[config.mk]
export PLATFORM = sky130hd
export DESIGN_NAME = cfg_loader
export DESIGN_NICKNAME = d
export VERILOG_FILES = /design/src/rtl/cfg_loader_pkg.sv /design/src/rtl/cfg_loader_dp.sv /design/src/rtl/cfg_loader_ctrl.sv /design/src/rtl/cfg_loader.sv
export SDC_FILE = /design/constraint.sdc
export NUM_CORES = 1
export LEC_CHECK = 0
export CORE_ASPECT_RATIO = 0.8
export CORE_MARGIN = 10
export CORE_UTILIZATION = 45
export CTS_BUF_LIST = sky130_fd_sc_hd__clkbuf_4 sky130_fd_sc_hd__clkbuf_8
export DETAILED_ROUTE_END_ITERATION = 8
export DONT_BUFFER_PORTS = 1
export PLACE_DENSITY = 0.65
export SYNTH_ARGS = -nofsm -noshare
export SYNTH_HDL_FRONTEND = slang
export SYNTH_HIERARCHICAL = 1
export SYNTH_SLANG_ARGS = --single-unit
[constraint.sdc]
create_clock -name clk -period 6.25 [get_ports clk]
set_clock_uncertainty 0.15 [all_clocks]
set_input_delay 0.625 -clock clk [delete_from_list [all_inputs] [get_ports clk]]
set_output_delay 0.625 -clock clk [all_outputs]
set_load 0.005 [all_outputs]
[src/rtl/cfg_loader_pkg.sv]
`timescale 1ns / 1ps
package cfg_loader_pkg;

  typedef enum logic [1:0] {
    MODE_SERIAL = 2'd0,
    MODE_MULTI  = 2'd1,
    MODE_BYTE   = 2'd2,
    MODE_RSVD   = 2'd3
  } outMode_e;

  typedef enum logic [2:0] {
    ST_OPTS  = 3'd0,
    ST_WAIT  = 3'd1,
    ST_FETCH = 3'd2,
    ST_LOW   = 3'd3,
    ST_HIGH  = 3'd4,
    ST_DONE  = 3'd5
  } ldState_e;

  // strobes from control to datapath
  typedef struct packed {
    logic loadWord;
    logic shiftSlice;
    logic clrData;
  } dpCmd_t;

endpackage

[src/rtl/cfg_loader_dp.sv]
`timescale 1ns / 1ps
module cfg_loader_dp
  import cfg_loader_pkg::*;
#(
  parameter int WORD_W = 16,
  parameter int OUT_W  = 8,
  localparam int SLICE_W = $clog2(OUT_W) + 1,
  localparam int CNT_W   = $clog2(WORD_W) + 1
) (
  input  logic               clk,
  input  logic               rstN,
  input  dpCmd_t             cmd,
  input  logic [SLICE_W-1:0] sliceW,
  input  logic [WORD_W-1:0]  flashData,
  output logic [OUT_W-1:0]   cfgData,
  output logic               sliceEmpty
);

  logic [WORD_W-1:0] shReg;
  logic [CNT_W-1:0]  bitsLeft;
  logic [OUT_W-1:0]  dataOut;
  logic [OUT_W-1:0]  sliceMask;

  // one enable per output line: line g carries data only below the slice width
  for (genvar g = 0; g < OUT_W; g++) begin : g_mask
    assign sliceMask[g] = (SLICE_W'(g) < sliceW);
  end

  logic [WORD_W-1:0] srcWord;
  logic [CNT_W-1:0]  srcBits;
  logic [CNT_W-1:0]  stepBits;

  assign srcWord  = cmd.loadWord ? flashData : shReg;
  assign srcBits  = cmd.loadWord ? CNT_W'(WORD_W) : bitsLeft;
  assign stepBits = CNT_W'(sliceW);

  always_ff @(posedge clk) begin
    if (!rstN || cmd.clrData) begin
      shReg    <= '0;
      bitsLeft <= '0;
      dataOut  <= '0;
    end else if (cmd.loadWord || cmd.shiftSlice) begin
      dataOut  <= srcWord[OUT_W-1:0] & sliceMask;
      shReg    <= srcWord >> sliceW;
      bitsLeft <= (srcBits > stepBits) ? srcBits - stepBits : '0;
    end
  end

  assign cfgData    = dataOut;
  assign sliceEmpty = (bitsLeft == '0);

  // lines above the active chain count never carry data
  a_r6_unused_lines_low: assert property (@(posedge clk) disable iff (!rstN)
    (cmd.loadWord || cmd.shiftSlice) |=> ((dataOut & ~sliceMask) == '0));

endmodule

[src/rtl/cfg_loader_ctrl.sv]
`timescale 1ns / 1ps
module cfg_loader_ctrl
  import cfg_loader_pkg::*;
#(
  parameter int ADDR_W    = 16,
  parameter int WORD_W    = 16,
  parameter int OUT_W     = 8,
  parameter int DIV_W     = 4,
  parameter int PAGES     = 8,
  parameter int OPT_WORDS = 32,
  parameter logic [ADDR_W-1:0] OPT_BASE = 16'h8000,
  localparam int PAGE_W    = $clog2(PAGES),
  localparam int OPT_IDX_W = $clog2(OPT_WORDS),
  localparam int SLICE_W   = $clog2(OUT_W) + 1,
  localparam int CHAIN_W   = $clog2(OUT_W)
) (
  input  logic               clk,
  input  logic               rstN,
  input  logic [PAGE_W-1:0]  pgmSel,
  input  logic               nStatus,
  input  logic               confDone,
  input  logic               flashValid,
  input  logic [WORD_W-1:0]  flashData,
  input  logic               sliceEmpty,
  output logic               flashReq,
  output logic [ADDR_W-1:0]  flashAddr,
  output logic               dclk,
  output logic               loadDone,
  output logic               cfgErr,
  output dpCmd_t             cmd,
  output logic [SLICE_W-1:0] sliceW
);

  // option word 0 field positions
  localparam int DIV_LSB   = 4;
  localparam int CHAIN_LSB = 8;

  ldState_e              state;
  logic [OPT_IDX_W-1:0]  optIdx;
  logic [PAGE_W-1:0]     pageReg;
  outMode_e              modeReg;
  logic [DIV_W-1:0]      divReg;
  logic [CHAIN_W-1:0]    chainReg;
  logic [ADDR_W-1:0]     startReg;
  logic [WORD_W-1:0]     lenReg;
  logic [WORD_W-1:0]     wordIdx;
  logic [DIV_W-1:0]      phaseCnt;
  logic                  errR;

  logic [DIV_W-1:0]     divEff;
  logic                 ready;
  logic                 streaming;
  logic                 phaseEnd;
  logic                 lastWord;
  logic [OPT_IDX_W-1:0] startIdx;

  assign divEff    = (divReg == '0) ? DIV_W'(1) : divReg;
  assign ready     = nStatus && !confDone;
  assign streaming = (state == ST_FETCH) || (state == ST_LOW) || (state == ST_HIGH);
  assign phaseEnd  = (phaseCnt == divEff - DIV_W'(1));
  assign lastWord  = (wordIdx == lenReg - WORD_W'(1));
  assign startIdx  = OPT_IDX_W'({pageReg, 1'b0}) + OPT_IDX_W'(2);

  assign flashReq  = (state == ST_OPTS) || (state == ST_FETCH);
  assign flashAddr = (state == ST_OPTS) ? OPT_BASE + ADDR_W'(optIdx)
                                        : startReg + ADDR_W'(wordIdx);
  assign dclk      = (state == ST_HIGH);
  assign loadDone  = (state == ST_DONE);
  assign cfgErr    = errR;

  always_comb begin
    cmd            = '0;
    cmd.loadWord   = (state == ST_FETCH) && flashValid && ready;
    cmd.shiftSlice = (state == ST_HIGH) && ready && phaseEnd && !sliceEmpty;
    cmd.clrData    = streaming && !nStatus;
  end

  always_comb begin
    case (modeReg)
      MODE_MULTI: sliceW = SLICE_W'(chainReg) + SLICE_W'(1);
      MODE_BYTE:  sliceW = SLICE_W'(OUT_W);
      default:    sliceW = SLICE_W'(1);
    endcase
  end

  always_ff @(posedge clk) begin
    if (!rstN) begin
      state    <= ST_OPTS;
      optIdx   <= '0;
      pageReg  <= pgmSel;
      modeReg  <= MODE_SERIAL;
      divReg   <= '0;
      chainReg <= '0;
      startReg <= '0;
      lenReg   <= '0;
      wordIdx  <= '0;
      phaseCnt <= '0;
      errR     <= 1'b0;
    end else if (streaming && !nStatus) begin
      errR     <= 1'b1;
      state    <= ST_WAIT;
      phaseCnt <= '0;
    end else if (streaming && confDone) begin
      state <= ST_DONE;
    end else begin
      case (state)
        ST_OPTS: if (flashValid) begin
          if (optIdx == '0) begin
            modeReg  <= outMode_e'(flashData[1:0]);
            divReg   <= flashData[DIV_LSB +: DIV_W];
            chainReg <= flashData[CHAIN_LSB +: CHAIN_W];
          end
          if (optIdx == startIdx)                  startReg <= ADDR_W'(flashData);
          if (optIdx == startIdx + OPT_IDX_W'(1))  lenReg   <= flashData;
          if (optIdx == OPT_IDX_W'(OPT_WORDS - 1)) state    <= ST_WAIT;
          else                                     optIdx   <= optIdx + OPT_IDX_W'(1);
        end
        ST_WAIT: if (ready) begin
          wordIdx <= '0;
          state   <= (lenReg == '0) ? ST_DONE : ST_FETCH;
        end
        ST_FETCH: if (flashValid) begin
          state    <= ST_LOW;
          phaseCnt <= '0;
        end
        ST_LOW: begin
          if (phaseEnd) begin
            state    <= ST_HIGH;
            phaseCnt <= '0;
          end else begin
            phaseCnt <= phaseCnt + DIV_W'(1);
          end
        end
        ST_HIGH: begin
          if (phaseEnd) begin
            phaseCnt <= '0;
            if (!sliceEmpty)   state <= ST_LOW;
            else if (lastWord) state <= ST_DONE;
            else begin
              wordIdx <= wordIdx + WORD_W'(1);
              state   <= ST_FETCH;
            end
          end else begin
            phaseCnt <= phaseCnt + DIV_W'(1);
          end
        end
        default: ;
      endcase
    end
  end

  // an unanswered request keeps its address while the target stays ready
  a_r9_req_held: assert property (@(posedge clk) disable iff (!rstN)
    (flashReq && !flashValid && nStatus && !confDone) |=> (flashReq && $stable(flashAddr)));

  // a clock rise only follows a cycle in which the target was ready
  a_r4_rise_needs_ready: assert property (@(posedge clk) disable iff (!rstN)
    $rose(dclk) |-> $past(nStatus && !confDone));

  // the fault flag never clears outside reset
  a_r12_err_sticky: assert property (@(posedge clk) disable iff (!rstN)
    cfgErr |=> cfgErr);

  // completion holds and the clock stays low afterwards
  a_r10_done_holds: assert property (@(posedge clk) disable iff (!rstN)
    loadDone |=> (loadDone && !dclk));

endmodule

[src/rtl/cfg_loader.sv]
`timescale 1ns / 1ps
module cfg_loader
  import cfg_loader_pkg::*;
#(
  parameter int ADDR_W    = 16,
  parameter int WORD_W    = 16,
  parameter int OUT_W     = 8,
  parameter int DIV_W     = 4,
  parameter int PAGES     = 8,
  parameter int OPT_WORDS = 32,
  parameter logic [ADDR_W-1:0] OPT_BASE = 16'h8000,
  localparam int PAGE_W  = $clog2(PAGES),
  localparam int SLICE_W = $clog2(OUT_W) + 1
) (
  input  logic              clk,
  input  logic              rstN,
  input  logic [PAGE_W-1:0] pgmSel,
  input  logic              nStatus,
  input  logic              confDone,
  output logic              flashReq,
  output logic [ADDR_W-1:0] flashAddr,
  input  logic              flashValid,
  input  logic [WORD_W-1:0] flashData,
  output logic              dclk,
  output logic [OUT_W-1:0]  cfgData,
  output logic              loadDone,
  output logic              cfgErr
);

  dpCmd_t             cmd;
  logic [SLICE_W-1:0] sliceW;
  logic               sliceEmpty;

  cfg_loader_ctrl #(
    .ADDR_W(ADDR_W), .WORD_W(WORD_W), .OUT_W(OUT_W), .DIV_W(DIV_W),
    .PAGES(PAGES), .OPT_WORDS(OPT_WORDS), .OPT_BASE(OPT_BASE)
  ) u_ctrl (
    .clk(clk), .rstN(rstN), .pgmSel(pgmSel), .nStatus(nStatus),
    .confDone(confDone), .flashValid(flashValid), .flashData(flashData),
    .sliceEmpty(sliceEmpty), .flashReq(flashReq), .flashAddr(flashAddr),
    .dclk(dclk), .loadDone(loadDone), .cfgErr(cfgErr), .cmd(cmd), .sliceW(sliceW)
  );

  cfg_loader_dp #(
    .WORD_W(WORD_W), .OUT_W(OUT_W)
  ) u_dp (
    .clk(clk), .rstN(rstN), .cmd(cmd), .sliceW(sliceW),
    .flashData(flashData), .cfgData(cfgData), .sliceEmpty(sliceEmpty)
  );

  // data lines move only while the configuration clock is low
  a_r8_data_moves_low: assert property (@(posedge clk) disable iff (!rstN)
    !$stable(cfgData) |-> !dclk);

endmodule

# After elaboration in Yosys (flattened, before gate mapping)
# Index checks and enable logic that the tools add are counted.
# totals
register_bits	102
input_bits	24
# classes
addsub	11
magnitude_cmp	9
eq_ne	32
shifts	1
n_mux	26
n_bitwise	5
reduce_logical	39
# ops
operator	n
$mux 16	6
$pmux 16 s2	1
$mux 3	10
$reduce_and 7->1	4
$reduce_and 5->1	4
$add 16x1->16 const B	1
$add 16x16->16	1
$add 16x5->16 const A	1
$eq 16x16->1	1
$logic_not 16->1	1
$lt 3x4->1 const A	4
$pmux 4 s2	2
$shr 16x4->16	1
$sub 16x1->16 const B	1
$pmux 3 s5	1
$mux 4	3
$ne 4x3->1 const B	3
$add 5x1->5 const B	2
$eq 5x5->1	2
$logic_not 5->1	2
$mux 5	2
$ne 3x3->1 const B	3
$and 8x8->8	1
$logic_and 1x1->1	8
34 further kinds	58

# Logic depth before layout (Yosys ltp)
# Gate-level depths: netlist of run 1.
# depth
depth_word	8
mapped_depth	15

# Hierarchy
# The synthesis of run 1 kept the hierarchy.
# by_module_without_submodules
module	n_inst	cells_each	area_per_inst_um2	seq_area_each_um2
cfg_loader_ctrl	1	604	4939.7	1491.4
cfg_loader_dp	1	257	2383.5	580.6

# Worst setup path after synthesis of run 1
# No wires, ideal clock.
# synth_timing
path_type	in2reg
from	in confDone
to	reg u_dp.bitsLeft[3]
setup_ns	0.087
t_arrival_ns	3.041
required_ns	6.013
slack_ns	2.972
path_stages	14
path_cell_list	inv_1 > nand2_1 > nor3_1 > buf_2 > buf_2 > clkbuf_1 > nand2b_1 > inv_1 > ha_1 > nand3b_1 > a21boi_0 > o21ai_0 > a211o_1 > o31ai_1
# synth_lines
item	line_no	text
start: declaration	cfg_loader.sv:19	input logic confDone,
end signal: assignment	cfg_loader_dp.sv:45	bitsLeft <= (srcBits > stepBits) ? srcBits - stepBits : '0;
end: declaration	cfg_loader_dp.sv:20	logic [CNT_W-1:0] bitsLeft;

# Worst setup path in the final report of run 1
# layout_timing
from	reg u_ctrl.lenReg[0]
to	reg u_ctrl.wordIdx[12]
# layout_via
elab_chain_len	4
# layout_lines
item	line_no	text
start: declaration	cfg_loader_ctrl.sv:45	logic [WORD_W-1:0] lenReg;
start signal: assignment	cfg_loader_ctrl.sv:114	if (optIdx == startIdx + OPT_IDX_W'(1)) lenReg <= flashData;
$sub 16x1->16	cfg_loader_ctrl.sv:61	assign lastWord = (wordIdx == lenReg - WORD_W'(1));
$eq 16x16->1	cfg_loader_ctrl.sv:61	
$ne 2x2->1 (no line)	-	
$reduce_and 7->1 (no line)	-	
end signal: assignment	cfg_loader_ctrl.sv:140	wordIdx <= wordIdx + WORD_W'(1);
end: declaration	cfg_loader_ctrl.sv:46	logic [WORD_W-1:0] wordIdx;
# Every way passes these cells.
# A chain may end at the register's enable or synchronous reset.

==> run summary, run 1 <==
Outcome - completed
Number of hold-repair buffers added at the cts stage - 0
DRC violation count after routing - 0
Height of the die - 134 um
Cell type with the highest aggregate area in the netlist - dfxtp_1
Area delta synth->final - 4.08%
Total Neg Setup Slack - 0 ns
Initial antenna violation count - 0
Sinks on the clock net - 102
Filler instances - 1516
Insertion delay to the later sink of the worst-skew pair - 0.38 ns
Cell chosen for the clock root - clkbuf_8
Fin crit share - 59.4%
Count of buffers inserted at the top-level ports - 0
Number of global-route vias before repair - 5652
Routed Antenna Nets - 0
Avg Inst Size Synth - 8.51 um^2
IR drop worst, VDD - 0.0878 mV
Largest net degree at the start of global routing - 54
Clk pin slew, worst setup/hold paths - 0.10 ns
Unrepaired setup endpoints after global routing - no
Area of the die - 0.0218 mm^2
I/O pin count - 52
Leading cell types by total area after synthesis - dfxtp_1, mux2i_1, mux4_2, nor2_1, ha_1
Most frequent cells in the layout - nor2_1, dfxtp_1, mux2i_1, nand2_1, a21oi_1
Tightest hold margin - 0.181 ns
Adder-cell share of the synthesized area - 5.84%
Number of flops mapped to enable cells by yosys - 3
Proportion of register bits with asynchronous set or reset after synthesis - 0%
Net count, final - 892
Fraction of layout instances using a drive strength above 1 - 10.0%
Buffers & Inverters on Critical Path - 1
Net Sw Frac - 27.7%
Proportion of synthesized chip area in sequential cells - 28.3%
Crit Path Max Fanout - 20
Drt pass-1 iters - 5
Detail Placement HPWL - 14.0 mm
Maximum buffer depth of the clock tree - 2
Net Count, Synth - 918
Leakage dissipation - 0.00301 uW
Avg WL per Cell - 18.1 um
Worst slew pin tran - 1.10 ns
Post-CTS Setup Bufs - 0
Total number of vias - 6130
Global-route total usage across every layer - 17.3%
Multiplexer area fraction after synthesis - 19.2%
Number of warnings printed during yosys synthesis - 6
Top Family by Delay on Critical Path - compound AO/OA/AOI/OAI gates
Row count - 41
Final critical delay including setup and external delays - 3.71 ns
Drt first-iter violations - 525
Antenna fix cells - 0
Count of pins over their slew limit - 0
Delay of the slowest cell on the worst path - 0.82 ns
Die Wd - 163 um
Slowest cell on crit path - o211ai_2
Power per cell area - 163 mW/mm^2
Number of cells upsized or downsized after cts - 0
Compound-cell area share of the yosys netlist - 15.6%
Effective utilization at floorplan - 46.2%
Largest family of logic cells by synthesized area - simple AND/OR/NAND/NOR gates
Final count of hold timing violations - 0
Post-Synth Simple-Gate Area - 21.6%
Detail-routed via count per cell - 5.82
Flip-flop and latch count after synthesis - 102
Clock tree from TritonCTS - done
Part of the total power dissipated in sequential elements - 54.7%
Most common cell after layout, fill and taps aside - nor2_1
Total overflow reported by the global router - 0
Area of the mapped netlist - 0.00732 mm^2
Total Wirelength - 19.0 mm
Crit path required time - 6.35 ns
Switching pwr - 344 uW
Depth of the CTS H-tree - 3
Post-synth top flop - dfxtp_1
Nature of the critical path startpoint - flip-flop
Kind of end point of the critical path - flip-flop
Fraction of post-synthesis cell area in the top cell type by area - 27.1%
Crit Path Class - reg -> reg
HP Class - in -> reg
First-pass GRT wire length - 30.9 mm
Cell Chain, Critical Path - inv_1, ha_1, nor4b_4, nand4_2, mux2_1, mux2_2, a2111o_1, o211ai_2, a2111oi_0, mux2i_1
Logic gate share of total power - 13.8%
Syn Inst Count - 861
Worst rel slew slack - 26.3%
Number of clock buffers inserted by TritonCTS - 9
Clock power share - 31.5%
Maxcap violations - 0
Data arrival at the endpoint of the critical path - 3.82 ns
Library cells used by synthesis - 75
Maximum operating frequency - 269 MHz
Internal power of the cells - 898 uW
Post-synthesis xor/xnor area fraction - 4.90%
Last weighted congestion value of the routability-driven placer - 0.888
Std-Cell Core Area - 0.0159 mm^2
Final setup violation count - 0
==> cell type report <==
type	instances	area [um^2]	area share (%)
Timing Repair Buffer	8	60.1	0.788
Inverter	30	113	1.48
Clock buffer	12	146	1.92
Sequential cell	102	2070	27.2
Tap cell	215	269	3.53
Clock inverter	3	20.0	0.263
Multi-Input combinational cell	684	4940	64.8
==> cell usage after synthesis, types with 4 or more instances <==
master / n
nor2_1: 112
dfxtp_1: 99
mux2i_1: 75
nand2_1: 66
a21oi_1: 50
o21ai_0: 34
clkbuf_1: 31
ha_1: 31
nor3_1: 31
inv_1: 27
nand2b_1: 23
nand3_1: 22
xor2_1: 21
mux4_2: 20
xnor2_1: 20
nor2b_1: 15
mux2_2: 13
a31oi_1: 12
a22oi_1: 8
and3_1: 8
buf_2: 8
a211oi_1: 7
nand4_1: 7
o211ai_1: 7
or3_1: 6
a21boi_0: 5
a21o_1: 5
a21oi_2: 5
and2_1: 5
or2_2: 5
mux2_1: 4
nand3b_1: 4
nor4_1: 4
==> flip-flops by register name, summed over array words and instances (netlist names) <==
register,count
u_ctrl/lenReg,16
u_ctrl/startReg,16
u_ctrl/wordIdx,16
u_dp/shReg,16
u_dp/cfgData,8
u_ctrl/optIdx,5
u_dp/bitsLeft,5
u_ctrl/divReg,4
u_ctrl/phaseCnt,4
u_ctrl/chainReg,3
u_ctrl/pageReg,3
u_ctrl/state,3
u_ctrl/modeReg,2
u_ctrl/cfgErr,1
==> through the flow <==
step	setup slack (ns)	power, uW	instances	cell area, um^2	utilization (%)
finish	2.54	1240	1054	7620	48.1
global route	2.26	1300	1054	7620	48.1
CTS	2.54	1250	1054	7620	48.1
detailed placement	2.56	864	1039	7460	47.0
global placement	2.66	862	1039	7460	47.0
floorplan	2.97	831	861	7320	-
==> power by group through the flow <==
stage          registers, uW  logic [uW]  clock network (uW)
4_1_cts                  679         171                 404
5_1_grt                  682         190                 427
2_1_floorplan            690         142                   0
3_3_place_gp             694         168                   0
3_5_place_dp             695         169                   0
6_report                 679         171                 391
==> logic make-up (layout without fill, tap and decap cells) <==
group | Yosys count | in the layout
simple gates | 323 | 323
compound gates | 174 | 174
mux | 113 | 113
flops | 102 | 102
buf+inv | 75 | 53
xor+xnor | 41 | 41
fa+ha+maj | 33 | 33
==> final timing paths <==
path	start	end	slack (ns)	cells past startpoint
setup / recovery	u_ctrl/lenReg[0]	u_ctrl/wordIdx[12]	2.54	10
hold / removal	pgmSel[0]	u_ctrl/pageReg[0]	0.18	0
setup reg to reg	u_ctrl/lenReg[0]	u_ctrl/wordIdx[12]	2.54	10
hold reg to reg	u_dp/cfgData[1]	u_dp/cfgData[1]	0.34	2
==> metal layers <==
| layer | track usage, % | part of all wire, % |
|---|---|---|
| met3 | 5.47 | 7.7 |
| met2 | 24.8 | 42 |
| met4 | 3.85 | 0.86 |
| met1 | 24.6 | 49 |
| met5 | 0 | 0 |
(Power assumes the default switching activity.)
==> run 2, diff against run 1 <==
==> constraint.sdc (replaced) <==
create_clock -name clk -period 3.6 [get_ports clk]
set_clock_uncertainty 0.15 [all_clocks]
set_input_delay 0.36 -clock clk [delete_from_list [all_inputs] [get_ports clk]]
set_output_delay 0.36 -clock clk [all_outputs]
set_load 0.005 [all_outputs]
==> run 2 against run 1 <==
Non-clock buffer count rose by 40. Combinational power rose by 96%. Clock power rose by 84%. Count of clock-buffer cells in the layout fell by 2. Global-route usage rose by 0.74 points.
==> run summary, run 2 (synthesized netlist as in run 1, its figures left out) <==
Most common cell after layout, fill and taps aside - nor2_1
Nature of the critical path startpoint - flip-flop
Power per cell area - 279 mW/mm^2 (+71%)
Worst flop-to-flop path startpoint - u_ctrl/divReg[3]
Drt pass-1 iters - 5 (unchanged)
Global-route total usage across every layer - 18.1% (+0.74 points)
Std-Cell Core Area - 0.0159 mm^2 (unchanged)
Crit path required time - 3.09 ns (-3.26 ns)
Maximum operating frequency - 298 MHz
Crit Path Max Fanout - 6 (-70%)
Clock tree from TritonCTS - done
Height of the die - 134 um (unchanged)
First-pass GRT wire length - 32.0 mm (+3.4%)
Tightest hold margin - 0.0344 ns (-0.146 ns)
Worst slew pin tran - 0.820 ns (-0.283 ns)
Final critical delay including setup and external delays - 3.36 ns
Number of cells on the worst hold path - 2 (+2)
Row count - 41 (unchanged)
Startpoint of the tightest hold check path - confDone
Avg WL per Cell - 18.3 um (+1.0%)
Detail Placement HPWL - 14.6 mm (+4.3%)
Drt first-iter violations - 630 (+20%)
Worst rel slew slack - 44.6% (+18 points)
Crit Path Class - reg -> out
Sinks on the clock net - 102 (unchanged)
IR drop worst, VDD - 0.187 mV (+110%)
Critical path origin - u_ctrl/wordIdx[1]
Count of buffers inserted at the top-level ports - 0 (unchanged)
DRC violation count after routing - 0 (unchanged)
Total number of vias - 6423 (+4.8%)
Effective utilization at floorplan - 46.2% (unchanged)
Total overflow reported by the global router - 0 (unchanged)
Fraction of layout instances using a drive strength above 1 - 11.8% (+1.8 points)
Area delta synth->final - 9.28%
Most frequent cells in the layout - nor2_1, dfxtp_1, mux2i_1, nand2_1, a21oi_1
Total Neg Setup Slack - 0 ns (unchanged)
Number of global-route vias before repair - 5732 (+1.4%)
Data arrival at the endpoint of the critical path - 2.85 ns (-0.97 ns)
Detail-routed via count per cell - 5.87 (+0.95%)
Maximum buffer depth of the clock tree - 2 (unchanged)
Last weighted congestion value of the routability-driven placer - 0.910 (+2.5%)
Unrepaired setup endpoints after global routing - no
Area of the die - 0.0218 mm^2 (unchanged)
Final count of hold timing violations - 0 (unchanged)
Net count, final - 932 (+4.5%)
R2R cell count - 11 (+1)
Routed Antenna Nets - 0 (unchanged)
Depth of the CTS H-tree - 3 (unchanged)
Maxcap violations - 0 (unchanged)
Clk pin slew, worst setup/hold paths - 0.10 ns (about the same)
Initial antenna violation count - 0 (unchanged)
Fin crit share - 93.2%
Kind of end point of the critical path - output port
Leakage dissipation - 0.00320 uW (+6.3%)
Insertion delay to the later sink of the worst-skew pair - 0.40 ns (+0.02 ns)
Antenna fix cells - 0 (unchanged)
Number of clock buffers inserted by TritonCTS - 9 (unchanged)
Total Wirelength - 20.0 mm (+4.9%)
Largest net degree at the start of global routing - 45 (-17%)
Outcome - completed
I/O pin count - 52 (unchanged)
Die Wd - 163 um (unchanged)
Final setup violation count - 0 (unchanged)
HP Class - in -> reg
Cell chosen for the clock root - clkbuf_8
Count of pins over their slew limit - 0 (unchanged)
-- run 2: cell count changes in the layout (fill, tap and decap cells not counted) --
| cell | change |
|---|---|
| inv_6 | +1 |
| clkbuf_4 | -3 |
| inv_4 | -1 |
| clkinv_4 | +1 |
| buf_12 | +1 |
| dfxtp_2 | +1 |
| buf_4 | +18 |
| inv_8 | +1 |
| dfxtp_1 | -1 |
| dlygate4sd3_1 | +21 |
| clkbuf_8 | +1 |
-- run 2: routing by layer --
metal	track usage [%]	routed length, um	vias up
li1	-	-	3160
met5	0	0	-
met3	4.92	1680	17
met1	26.8	9930	3034
met2	24.9	8140	212
met4	4.35	232	0
-- run 2: layout make-up --
type / instances / area [um^2]
Timing Repair Buffer: 48 / 425
Fill cell: 1494 / 7850
Inverter: 30 / 113
Clock buffer: 10 / 138
Clock inverter: 5 / 42.5
Multi-Input combinational cell: 684 / 4940
Sequential cell: 102 / 2070
Tap cell: 215 / 269
-- run 2: per-stage QoR --
stage	instances	power [uW]	setup WS, ns	instance area [um^2]	util (%)
floorplan	861	1440	0.350	7320	-
global placement	1057	1500	0.431	7600	48.0
detailed placement	1057	1510	0.330	7600	48.0
CTS	1093	2260	0.155	7990	50.4
global route	1094	2340	0.00385	8000	50.5
finish	1094	2230	0.244	8000	50.5
-- run 2: repair_timing --
item                                    4_1_cts  5_1_grt
hold buffers                                 21        0
endpoints found under the setup margin        0        2
setup buffers                                 0        1
hold endpoints to repair                     48        0
resized for setup                             0        1
-- run 2: path summary, 6_finish.rpt --
check,slack [ns],to
max,0.24,flashAddr[15]
min,0.03,u_ctrl/state[2]
max reg2reg,0.26,u_ctrl/wordIdx[12]
min reg2reg,0.32,u_dp/bitsLeft[3]
-- run 2: power by group --
| part | switching [uW] | internal (uW) |
|---|---|---|
| Clock | 441 | 277 |
| Combinational | 182 | 153 |
| Sequential | 24.4 | 1150 |
| Total | 647 | 1590 |
-- run 2: critical path: stages (launching register included) --
cell and delay (ns):
dfxtp_1 0.46, ha_1 0.27, a21oi_1 0.20, o211ai_1 0.20, o211ai_1 0.34, a31oi_1 0.18, o31ai_1 0.35, o21ai_0 0.18
xnor2_1 0.18, nand2_1 0.09
==> run 3, diff against run 2 <==
--- a/config.mk
+++ b/config.mk
@@ -5,13 +5,14 @@
 export SDC_FILE = /design/constraint.sdc
 export NUM_CORES = 1
 export LEC_CHECK = 0
+export BUFFER_PORTS_ARGS = -buffer_cell sky130_fd_sc_hd__buf_2
 export CORE_ASPECT_RATIO = 0.8
 export CORE_MARGIN = 10
 export CORE_UTILIZATION = 45
 export CTS_BUF_LIST = sky130_fd_sc_hd__clkbuf_4 sky130_fd_sc_hd__clkbuf_8
 export DETAILED_ROUTE_END_ITERATION = 8
-export DONT_BUFFER_PORTS = 1
-export PLACE_DENSITY = 0.65
+export GPL_TIMING_DRIVEN = 1
+export PLACE_DENSITY = 0.67
 export SYNTH_ARGS = -nofsm -noshare
 export SYNTH_HDL_FRONTEND = slang
 export SYNTH_HIERARCHICAL = 1
==> run 3 against run 2 <==
Die area did not move. Clock power rose by 32%. Total power rose by 11%. Global-route usage fell by 0.64 points. Largest cell class unchanged. Hold slack improved by 0.11 ns. Core utilization rose by 1.2 points. Cell area rose by 2.3%.
==> run summary, run 3 (synthesized netlist as in run 1, its figures left out) <==
Maximum buffer depth of the clock tree - 2 (unchanged)
Global-route total usage across every layer - 17.4% (-0.64 points)
Crit path required time - 3.09 ns (about the same)
Cell chosen for the clock root - clkbuf_8
Number of clock buffers inserted by TritonCTS - 9 (unchanged)
Area of the die - 0.0218 mm^2 (unchanged)
Maximum operating frequency - 293 MHz (-1.8%)
Area delta synth->final - 11.8%
Fin crit share - 94.9% (+1.7 points)
Kind of end point of the critical path - output port
Maxcap violations - 0 (unchanged)
Final critical delay including setup and external delays - 3.42 ns (+0.0616 ns)
Worst rel slew slack - 41.5% (-3.2 points)
Count of pins over their slew limit - 0 (unchanged)
Crit Path Max Fanout - 6 (unchanged)
Unrepaired setup endpoints after global routing - no
Worst slew pin tran - 0.877 ns (+0.0571 ns)
Fraction of layout instances using a drive strength above 1 - 17.3% (+5.5 points)
Antenna fix cells - 0 (unchanged)
Avg WL per Cell - 17.1 um (-6.5%)
Cell Chain, Critical Path - ha_1, inv_1, fa_1, nor2b_1, o21ai_0, nand2b_1, a21o_1, a31o_2, a211oi_1, or4_1, nand2_1, buf_2
Clock tree from TritonCTS - done
Power per cell area - 302 mW/mm^2 (+8.3%)
Outcome - completed
Total Wirelength - 19.3 mm (-3.5%)
Top Family by Delay on Critical Path - simple AND/OR/NAND/NOR gates
Crit Path Class - reg -> out
Largest net degree at the start of global routing - 47 (+4.4%)
Tightest hold margin - 0.145 ns (+0.110 ns)
Detail-routed via count per cell - 5.78 (-1.6%)
Clk pin slew, worst setup/hold paths - 0.10 ns (about the same)
DRC violation count after routing - 0 (unchanged)
Final setup violation count - 0 (unchanged)
Data arrival at the endpoint of the critical path - 2.91 ns (+0.06 ns)
First-pass GRT wire length - 31.4 mm (-2.0%)
Drt first-iter violations - 611 (-3.0%)
Drt pass-1 iters - 7 (+2)
Net count, final - 966 (+3.6%)
Total Neg Setup Slack - 0 ns (unchanged)
Routed Antenna Nets - 0 (unchanged)
Row count - 41 (unchanged)
Die Wd - 163 um (unchanged)
I/O pin count - 52 (unchanged)
Initial antenna violation count - 0 (unchanged)
Last weighted congestion value of the routability-driven placer - 0.892 (-2.1%)
Final count of hold timing violations - 0 (unchanged)
Sinks on the clock net - 102 (unchanged)
Effective utilization at floorplan - 46.2% (unchanged)
Detail Placement HPWL - 14.3 mm (-1.6%)
Slowest cell on crit path - or4_1
Number of global-route vias before repair - 5996 (+4.6%)
Placement Setup Slack - 0.445 ns (+0.115 ns)
Total number of vias - 6523 (+1.6%)
Delay of the slowest cell on the worst path - 0.48 ns (+0.02 ns)
HP Class - in -> reg
Leakage dissipation - 0.00340 uW (+6.5%)
Most common cell after layout, fill and taps aside - nor2_1
Count of buffers inserted at the top-level ports - 51 (+51)
Std-Cell Core Area - 0.0159 mm^2 (unchanged)
Total overflow reported by the global router - 0 (unchanged)
Height of the die - 134 um (unchanged)
Buffers & Inverters on Critical Path - 2 (+2)
Worst-case setup margin in the final layout - 0.182 ns (-0.0616 ns)
Depth of the CTS H-tree - 3 (unchanged)
Most frequent cells in the layout - nor2_1, dfxtp_1, mux2i_1, nand2_1, buf_2
Nature of the critical path startpoint - flip-flop
IR drop worst, VDD - 0.178 mV (-4.8%)
Insertion delay to the later sink of the worst-skew pair - 0.39 ns (about the same)
run 3: cell types whose count changed in the layout (fill, tap and decap cells not counted), sizes merged:
| cell | delta |
|---|---|
| dlygate4sd3 | -18 |
| bufinv | +3 |
| inv | -2 |
| clkinv | -2 |
| clkbuf | +2 |
| buf | +52 |
run 3: timing repair:
action,4_1_cts,5_1_grt
hold endpoints to repair,3,0
gates resized for setup,0,2
endpoints found under the setup margin,0,2
buffers inserted,0,1
hold buffers,3,0
run 3: final cells by class:
cell class	instances	area (um^2)
clock buffer	12	165
multi-input combinational	684	4950
tap	215	269
fill	1466	7660
inverter	30	113
timing repair buffer	82	520
sequential	102	2070
clock inverter	4	98.8
run 3: worst paths after layout:
check,cells past startpoint,to,start,slack (ns)
worst min register to register,2,u_dp/shReg[8],u_dp/shReg[8],0.33
worst max register to register,11,u_ctrl/wordIdx[12],u_ctrl/lenReg[0],0.41
worst min-delay path,3,u_ctrl/startReg[12],flashData[12],0.14
worst max-delay path,12,flashAddr[14],u_ctrl/wordIdx[0],0.18
run 3: report_power, final:
group | leakage, uW | internal (uW) | switching (uW)
clock network | 0.000133 | 522 | 424
logic | 0.00244 | 152 | 195
registers | 0.000829 | 1150 | 24.3
run 3: layer usage:
layer	wire length (um)	track usage [%]
met5	0	0
met1	9610	25.0
met3	1180	3.67
met2	8260	25.9
met4	222	4.20
run 3: metrics by stage:
stage	utilization, %	cell area [um^2]	std cells	total power [uW]
floorplan	-	7320	861	1440
global route	51.6	8190	1129	2580
CTS	51.6	8170	1128	2500
detailed placement	49.7	7880	1109	1550
finish	51.6	8190	1129	2470
global placement	49.7	7880	1109	1540
run 3: worst min-delay path, cell delays in order:
cell	delay [ns]
buf_2	0.14
mux2i_1	0.08
nor2_1	0.07
